[config.mk]
export PLATFORM = sky130hd
export DESIGN_NAME = sleep_pwr_ctrl
export DESIGN_NICKNAME = d
export VERILOG_FILES = /design/src/rtl/sleep_pkg.sv /design/src/rtl/slp_mode_map.sv /design/src/rtl/slp_wake_filter.sv /design/src/rtl/slp_sequencer.sv /design/src/rtl/sleep_pwr_ctrl.sv
export SDC_FILE = /design/constraint.sdc
export NUM_CORES = 1
export LEC_CHECK = 0
export ABC_AREA = 0
export ABC_CLOCK_PERIOD_IN_PS = 3200
export BUFFER_PORTS_ARGS = -buffer_cell sky130_fd_sc_hd__buf_2
export CAP_MARGIN = 20
export CORE_ASPECT_RATIO = 1.75
export CORE_MARGIN = 3
export CORE_UTILIZATION = 54
export DETAILED_ROUTE_END_ITERATION = 6
export GPL_TIMING_DRIVEN = 0
export HOLD_SLACK_MARGIN = 0.03
export PLACE_DENSITY = 0.8
export SYNTH_ARGS = -nofsm -noshare
export SYNTH_HDL_FRONTEND = slang
export SYNTH_HIERARCHICAL = 1
export SYNTH_SLANG_ARGS = --single-unit
[constraint.sdc]
create_clock -name clk -period 3.2 [get_ports clk]
set_clock_uncertainty 0.1 [all_clocks]
set_input_delay 0.48 -clock clk [delete_from_list [all_inputs] [get_ports clk]]
set_output_delay 0.48 -clock clk [all_outputs]
set_load 0.01 [all_outputs]
[src/rtl/sleep_pkg.sv]
package sleep_pkg;

  typedef enum logic [2:0] {
    SM_IDLE  = 3'b000,
    SM_ADCQ  = 3'b001,
    SM_DOFF  = 3'b010,
    SM_DTMR  = 3'b011,
    SM_RSV4  = 3'b100,
    SM_RSV5  = 3'b101,
    SM_SOFF  = 3'b110,
    SM_STMR  = 3'b111
  } slp_mode_e;

  typedef enum logic [1:0] {
    LAT_NONE  = 2'd0,
    LAT_PROG  = 2'd1,
    LAT_FIXED = 2'd2
  } wake_lat_e;

  typedef enum logic [1:0] {
    ST_RUN   = 2'd0,
    ST_SLEEP = 2'd1,
    ST_START = 2'd2,
    ST_HALT  = 2'd3
  } seq_state_e;

  typedef struct packed {
    logic cpu;
    logic flash;
    logic io;
    logic adc;
    logic osc;
  } clk_prof_t;

  typedef struct packed {
    logic ext;
    logic ext_edge_ok;
    logic pcint;
    logic twi;
    logic wdt;
    logic t2;
    logic adc;
    logic spm;
    logic other;
  } wake_allow_t;

endpackage

[src/rtl/slp_mode_map.sv]
module slp_mode_map
  import sleep_pkg::*;
(
  input  logic [2:0]  code,
  output clk_prof_t   prof,
  output wake_allow_t allow,
  output wake_lat_e   lat,
  output logic        reserved
);

  always_comb begin
    prof     = '1;
    allow    = '0;
    lat      = LAT_NONE;
    reserved = 1'b0;
    case (code)
      SM_IDLE: begin
        prof  = '{cpu: 1'b0, flash: 1'b0, io: 1'b1, adc: 1'b1, osc: 1'b1};
        allow = '1;
      end
      SM_ADCQ: begin
        prof  = '{cpu: 1'b0, flash: 1'b0, io: 1'b0, adc: 1'b1, osc: 1'b1};
        allow = '{ext: 1'b1, ext_edge_ok: 1'b0, pcint: 1'b1, twi: 1'b1,
                  wdt: 1'b1, t2: 1'b1, adc: 1'b1, spm: 1'b1, other: 1'b0};
      end
      SM_DOFF, SM_SOFF: begin
        prof  = '{cpu: 1'b0, flash: 1'b0, io: 1'b0, adc: 1'b0,
                  osc: (code == SM_SOFF)};
        allow = '{ext: 1'b1, ext_edge_ok: 1'b0, pcint: 1'b1, twi: 1'b1,
                  wdt: 1'b1, t2: 1'b0, adc: 1'b0, spm: 1'b0, other: 1'b0};
        lat   = (code == SM_SOFF) ? LAT_FIXED : LAT_PROG;
      end
      SM_DTMR, SM_STMR: begin
        prof  = '{cpu: 1'b0, flash: 1'b0, io: 1'b0, adc: 1'b0,
                  osc: (code == SM_STMR)};
        allow = '{ext: 1'b1, ext_edge_ok: 1'b0, pcint: 1'b1, twi: 1'b1,
                  wdt: 1'b1, t2: 1'b1, adc: 1'b0, spm: 1'b0, other: 1'b0};
        lat   = (code == SM_STMR) ? LAT_FIXED : LAT_PROG;
      end
      default: begin
        reserved = 1'b1;
      end
    endcase
  end

endmodule

[src/rtl/slp_wake_filter.sv]
module slp_wake_filter
  import sleep_pkg::*;
#(
  parameter int N_EXT = 2
)(
  input  wake_allow_t      allow,
  input  logic [N_EXT-1:0] ext_req,
  input  logic [N_EXT-1:0] ext_level,
  input  logic             pcint_req,
  input  logic             twi_match,
  input  logic             wdt_req,
  input  logic             t2_ovf,
  input  logic             t2_cmp,
  input  logic             t2_ovf_ie,
  input  logic             t2_cmp_ie,
  input  logic             gie,
  input  logic             adc_done,
  input  logic             spm_ready,
  input  logic             other_io_req,
  output logic             hit
);

  logic [N_EXT-1:0] ext_hit;
  logic             t2_event;
  logic             misc_hit;

  for (genvar i = 0; i < N_EXT; i++) begin : g_ext
    assign ext_hit[i] = ext_req[i] & allow.ext & (ext_level[i] | allow.ext_edge_ok);
  end

  assign t2_event = gie & ((t2_ovf & t2_ovf_ie) | (t2_cmp & t2_cmp_ie));

  assign misc_hit = (pcint_req    & allow.pcint) |
                    (twi_match    & allow.twi)   |
                    (wdt_req      & allow.wdt)   |
                    (t2_event     & allow.t2)    |
                    (adc_done     & allow.adc)   |
                    (spm_ready    & allow.spm)   |
                    (other_io_req & allow.other);

  assign hit = (|ext_hit) | misc_hit;

endmodule

[src/rtl/slp_sequencer.sv]
module slp_sequencer
  import sleep_pkg::*;
#(
  parameter int CNT_W    = 16,
  parameter int HALT_CYC = 4,
  parameter int STBY_CYC = 6
)(
  input  logic             clk,
  input  logic             rst_n,
  input  logic             sleep_strobe,
  input  logic             sleep_en,
  input  logic [2:0]       req_code,
  input  logic             req_reserved,
  input  logic             req_hit,
  input  logic             held_hit,
  input  wake_lat_e        held_lat,
  input  logic             reset_req,
  input  logic [CNT_W-1:0] startup_cycles,
  output seq_state_e       state,
  output logic [2:0]       held_code,
  output logic             resume_pulse,
  output logic             restart_pulse,
  output logic             mode_err
);

  localparam logic [CNT_W-1:0] HALT_LD = CNT_W'(HALT_CYC);
  localparam logic [CNT_W-1:0] STBY_LD = CNT_W'(STBY_CYC);
  localparam logic [CNT_W-1:0] ONE     = CNT_W'(1);

  logic [CNT_W-1:0] cnt;
  logic             accept;

  assign accept = sleep_strobe & sleep_en;

  always_ff @(posedge clk) begin
    if (!rst_n) begin
      state         <= ST_RUN;
      held_code     <= 3'b000;
      cnt           <= '0;
      resume_pulse  <= 1'b0;
      restart_pulse <= 1'b0;
      mode_err      <= 1'b0;
    end else begin
      resume_pulse  <= 1'b0;
      restart_pulse <= 1'b0;
      if (state != ST_RUN && reset_req) begin
        state         <= ST_RUN;
        restart_pulse <= 1'b1;
      end else begin
        case (state)
          ST_RUN: begin
            if (accept) begin
              if (req_reserved) begin
                mode_err <= 1'b1;
              end else if (!req_hit) begin
                state     <= ST_SLEEP;
                held_code <= req_code;
                mode_err  <= 1'b0;
              end
            end
          end
          ST_SLEEP: begin
            if (held_hit) begin
              case (held_lat)
                LAT_FIXED: begin
                  state <= ST_START;
                  cnt   <= STBY_LD;
                end
                LAT_PROG: begin
                  if (startup_cycles == '0) begin
                    state <= ST_HALT;
                    cnt   <= HALT_LD;
                  end else begin
                    state <= ST_START;
                    cnt   <= startup_cycles;
                  end
                end
                default: begin
                  state <= ST_HALT;
                  cnt   <= HALT_LD;
                end
              endcase
            end
          end
          ST_START: begin
            if (cnt <= ONE) begin
              state <= ST_HALT;
              cnt   <= HALT_LD;
            end else begin
              cnt <= cnt - ONE;
            end
          end
          ST_HALT: begin
            if (cnt <= ONE) begin
              state        <= ST_RUN;
              resume_pulse <= 1'b1;
            end else begin
              cnt <= cnt - ONE;
            end
          end
          default: state <= ST_RUN;
        endcase
      end
    end
  end

  p_reserved_stays_r5: assert property (@(posedge clk) disable iff (!rst_n)
    (state == ST_RUN && accept && req_reserved) |=> (state == ST_RUN && mode_err));

  p_cancel_entry_r13: assert property (@(posedge clk) disable iff (!rst_n)
    (state == ST_RUN && accept && req_hit) |=> (state == ST_RUN));

  p_restart_now_r12: assert property (@(posedge clk) disable iff (!rst_n)
    (state != ST_RUN && reset_req) |=> (state == ST_RUN && restart_pulse && !resume_pulse));

  p_resume_after_halt_r9: assert property (@(posedge clk) disable iff (!rst_n)
    resume_pulse |-> ($past(state) == ST_HALT));

endmodule

[src/rtl/sleep_pwr_ctrl.sv]
module sleep_pwr_ctrl
  import sleep_pkg::*;
#(
  parameter int N_EXT    = 2,
  parameter int CNT_W    = 16,
  parameter int HALT_CYC = 4,
  parameter int STBY_CYC = 6
)(
  input  logic             clk,
  input  logic             rst_n,
  input  logic             sleep_en,
  input  logic [2:0]       mode_sel,
  input  logic             sleep_strobe,
  input  logic             reset_req,
  input  logic [CNT_W-1:0] startup_cycles,
  input  logic [N_EXT-1:0] ext_req,
  input  logic [N_EXT-1:0] ext_level,
  input  logic             pcint_req,
  input  logic             twi_match,
  input  logic             wdt_req,
  input  logic             t2_ovf,
  input  logic             t2_cmp,
  input  logic             t2_ovf_ie,
  input  logic             t2_cmp_ie,
  input  logic             gie,
  input  logic             adc_done,
  input  logic             spm_ready,
  input  logic             other_io_req,
  output logic             clk_en_cpu,
  output logic             clk_en_flash,
  output logic             clk_en_io,
  output logic             clk_en_adc,
  output logic             osc_run,
  output logic             cpu_halt,
  output logic             resume_pulse,
  output logic             restart_pulse,
  output logic             mode_err
);

  clk_prof_t   req_prof, held_prof, gate;
  wake_allow_t req_allow, held_allow;
  wake_lat_e   req_lat, held_lat;
  logic        req_reserved, held_reserved;
  logic        req_hit, held_hit;
  logic [2:0]  held_code;
  seq_state_e  state;

  slp_mode_map u_map_req (
    .code(mode_sel), .prof(req_prof), .allow(req_allow),
    .lat(req_lat), .reserved(req_reserved)
  );

  slp_mode_map u_map_held (
    .code(held_code), .prof(held_prof), .allow(held_allow),
    .lat(held_lat), .reserved(held_reserved)
  );

  slp_wake_filter #(.N_EXT(N_EXT)) u_filt_req (
    .allow(req_allow), .ext_req(ext_req), .ext_level(ext_level),
    .pcint_req(pcint_req), .twi_match(twi_match), .wdt_req(wdt_req),
    .t2_ovf(t2_ovf), .t2_cmp(t2_cmp), .t2_ovf_ie(t2_ovf_ie), .t2_cmp_ie(t2_cmp_ie),
    .gie(gie), .adc_done(adc_done), .spm_ready(spm_ready),
    .other_io_req(other_io_req), .hit(req_hit)
  );

  slp_wake_filter #(.N_EXT(N_EXT)) u_filt_held (
    .allow(held_allow), .ext_req(ext_req), .ext_level(ext_level),
    .pcint_req(pcint_req), .twi_match(twi_match), .wdt_req(wdt_req),
    .t2_ovf(t2_ovf), .t2_cmp(t2_cmp), .t2_ovf_ie(t2_ovf_ie), .t2_cmp_ie(t2_cmp_ie),
    .gie(gie), .adc_done(adc_done), .spm_ready(spm_ready),
    .other_io_req(other_io_req), .hit(held_hit)
  );

  slp_sequencer #(
    .CNT_W(CNT_W), .HALT_CYC(HALT_CYC), .STBY_CYC(STBY_CYC)
  ) u_seq (
    .clk(clk), .rst_n(rst_n),
    .sleep_strobe(sleep_strobe), .sleep_en(sleep_en),
    .req_code(mode_sel), .req_reserved(req_reserved), .req_hit(req_hit),
    .held_hit(held_hit), .held_lat(held_lat),
    .reset_req(reset_req), .startup_cycles(startup_cycles),
    .state(state), .held_code(held_code),
    .resume_pulse(resume_pulse), .restart_pulse(restart_pulse),
    .mode_err(mode_err)
  );

  always_comb begin
    case (state)
      ST_SLEEP: gate = held_prof;
      ST_START: gate = '{cpu: 1'b0, flash: 1'b0, io: 1'b0, adc: 1'b0, osc: 1'b1};
      default:  gate = '1;
    endcase
  end

  assign clk_en_cpu   = gate.cpu;
  assign clk_en_flash = gate.flash;
  assign clk_en_io    = gate.io;
  assign clk_en_adc   = gate.adc;
  assign osc_run      = gate.osc;
  assign cpu_halt     = (state != ST_RUN);

  p_gated_cpu_halted_r2: assert property (@(posedge clk) disable iff (!rst_n)
    !clk_en_cpu |-> cpu_halt);

  p_osc_off_all_off_r4: assert property (@(posedge clk) disable iff (!rst_n)
    !osc_run |-> (!clk_en_io && !clk_en_adc && !clk_en_cpu && cpu_halt));

endmodule

==> metrics.cfg <==
[timing]
whs_ns = 0.369
grt_setup_unrepaired = no
relSlewSlack_pct = 26.9
max_freq_mhz = 336
hold_viol = 0
slew_violations = 0
worst_pin_slew_ns = 1.09
fin_crit_sh_pct = 93.1
setup_viol = 0
fin_crit_ns = 2.98
fin_setup_tns_ns = 0

[floorplan]
die_w_um = 52.5
die_area_sq_um = 4590
coreArea_sq_um = 3630
rows = 29
die_y_um = 87.4
ioPinCount = 48
initial_core_util_pct = 56.4

[cells_and_area]
nets = 353
syn2layout_area_growth_pct = 17.6
layout_common_cells = buf_2 (48), nor2_1 (25), dfxtp_1 (24)
final_common_cell = buf_2
n_antenna_cell = 0
postLayoutCellArea_sq_um = 2400
drive_gt1_share_pct = 30.1

[routing]
route.detailed.drc = 0
viasPerCell = 6.40
ant_nets = 0
drt-total-wl_mm = 5.98
first_pass_iters = 5
drt_first_iter_violations = 108
vias = 2227
routedWlPerCell_um = 17.2

[clock_network]
ctsResizeCount = 0
clockBufferDepth = 2
holdBufCountCts = 0
clkLatencyLatePin_ns = 0.28
clock-sinks = 24
path_clk_slew_ns = 0.09
htree_levels = 1
cts_root_buf = clkbuf_8
cts_setup_buffers = 0
cts_tree = yes
cts-buffers-inserted = 3

[yosys]
ys_warn_count = 6
postSynthAreaPerCell_sq_um = 8.12
syn-instance-count = 252
synth_nets = 302
synthesis.area_sq_um = 2050

[min_path]
holdCritPathClass = input pin to register

[critical_path]
critPathSlowestCell = dfxtp_1
critPathTopFamily = simple AND/OR/NAND/NOR gates
critPathMaxFanout = 9
cp_common_cell = nand2_1
end_kind = register
crit_type = register to register
start_kind = register
crit_chain = inv_2, nand2_1, buf_4, o211a_1, a221oi_2, nand4_1, nor2b_1, or3_1, a31oi_2, nand2_1, o31ai_1
worst-path-buf-inv = 2
worst-endpoint-required_ns = 3.30
crit_arrival_ns = 3.08
crit_path_max_incr_delay_ns = 0.52

[grt]
grt-ovfl-total = 0
grt_antenna_before_repair = 0
track_usage_pct = 26.5
grt_pass1_vias = 2095
grt_pass1_wl_mm = 9.25
grt_max_degree = 15

[placement]
dp_hpwl_mm = 4.67
place_congestion = 0.917
port_buffers = 46
place_area_sq_um = 2330

[power]
vdd_drop_max_mv = 0.302
power.leakage_nw = 1.03
finalPower_mw = 1.53
power_density_nw_per_um2 = 635

[run_status]
status = completed

[flow_run]
maxCapViolations = 0

[final timing paths]
kind / from / end / slack (ns) / depth (start not counted)
max: u_seq/held_code[1] / u_seq/cnt[2] / 0.22 / 11
min: startup_cycles[12] / u_seq/cnt[12] / 0.37 / 3
max reg2reg: u_seq/held_code[1] / u_seq/cnt[2] / 0.22 / 11
min reg2reg: u_seq/cnt[14] / u_seq/cnt[14] / 0.39 / 2
[report_power, final]
group,leakage (nW),switching (mW),internal (mW)
clock network,0.0357,0.110,0.168
registers,0.194,0.0463,0.338
logic,0.805,0.518,0.348
total,1.03,0.675,0.853
[sequential cells by signal (all words and copies together) (netlist names)]
register / cells
u_seq/state: 2
u_seq/resume_pulse: 1
u_seq/mode_err: 1
u_seq/restart_pulse: 1
u_seq/held_code: 3
u_seq/cnt: 16
[cell type report]
| class | count | area (sq um) |
|---|---|---|
| Multi-Input combinational cell | 190 | 1350 |
| Fill cell | 324 | 1220 |
| Sequential cell | 24 | 480 |
| Timing Repair Buffer | 46 | 230 |
| Buffer | 20 | 145 |
| Inverter | 18 | 67.6 |
| Tap cell | 46 | 57.6 |
| Clock buffer | 3 | 41.3 |
| Clock inverter | 1 | 30.0 |
[worst min-delay path, cell delays in order]
cell and delay [ns]:
buf_2 0.10, a221oi_2 0.05, nor2_1 0.09
[layer usage]
metal | vias to the layer above | part of all wire, % | global-route usage, %
li1 | 1045 | - | -
met1 | 1034 | 35 | 24.8
met2 | 116 | 53 | 50.9
met3 | 32 | 6.2 | 3.26
met4 | 0 | 5.2 | 16.5
met5 | - | 0 | 0
[through the flow]
stage | util (%) | setup slack (ns) | cells
floorplan | - | 0.885 | 252
global placement | 64.3 | 0.306 | 344
detailed placement | 64.3 | 0.277 | 344
CTS | 66.3 | 0.245 | 348
global route | 66.3 | 0.0762 | 348
finish | 66.3 | 0.221 | 348
(Power assumes the default switching activity.)
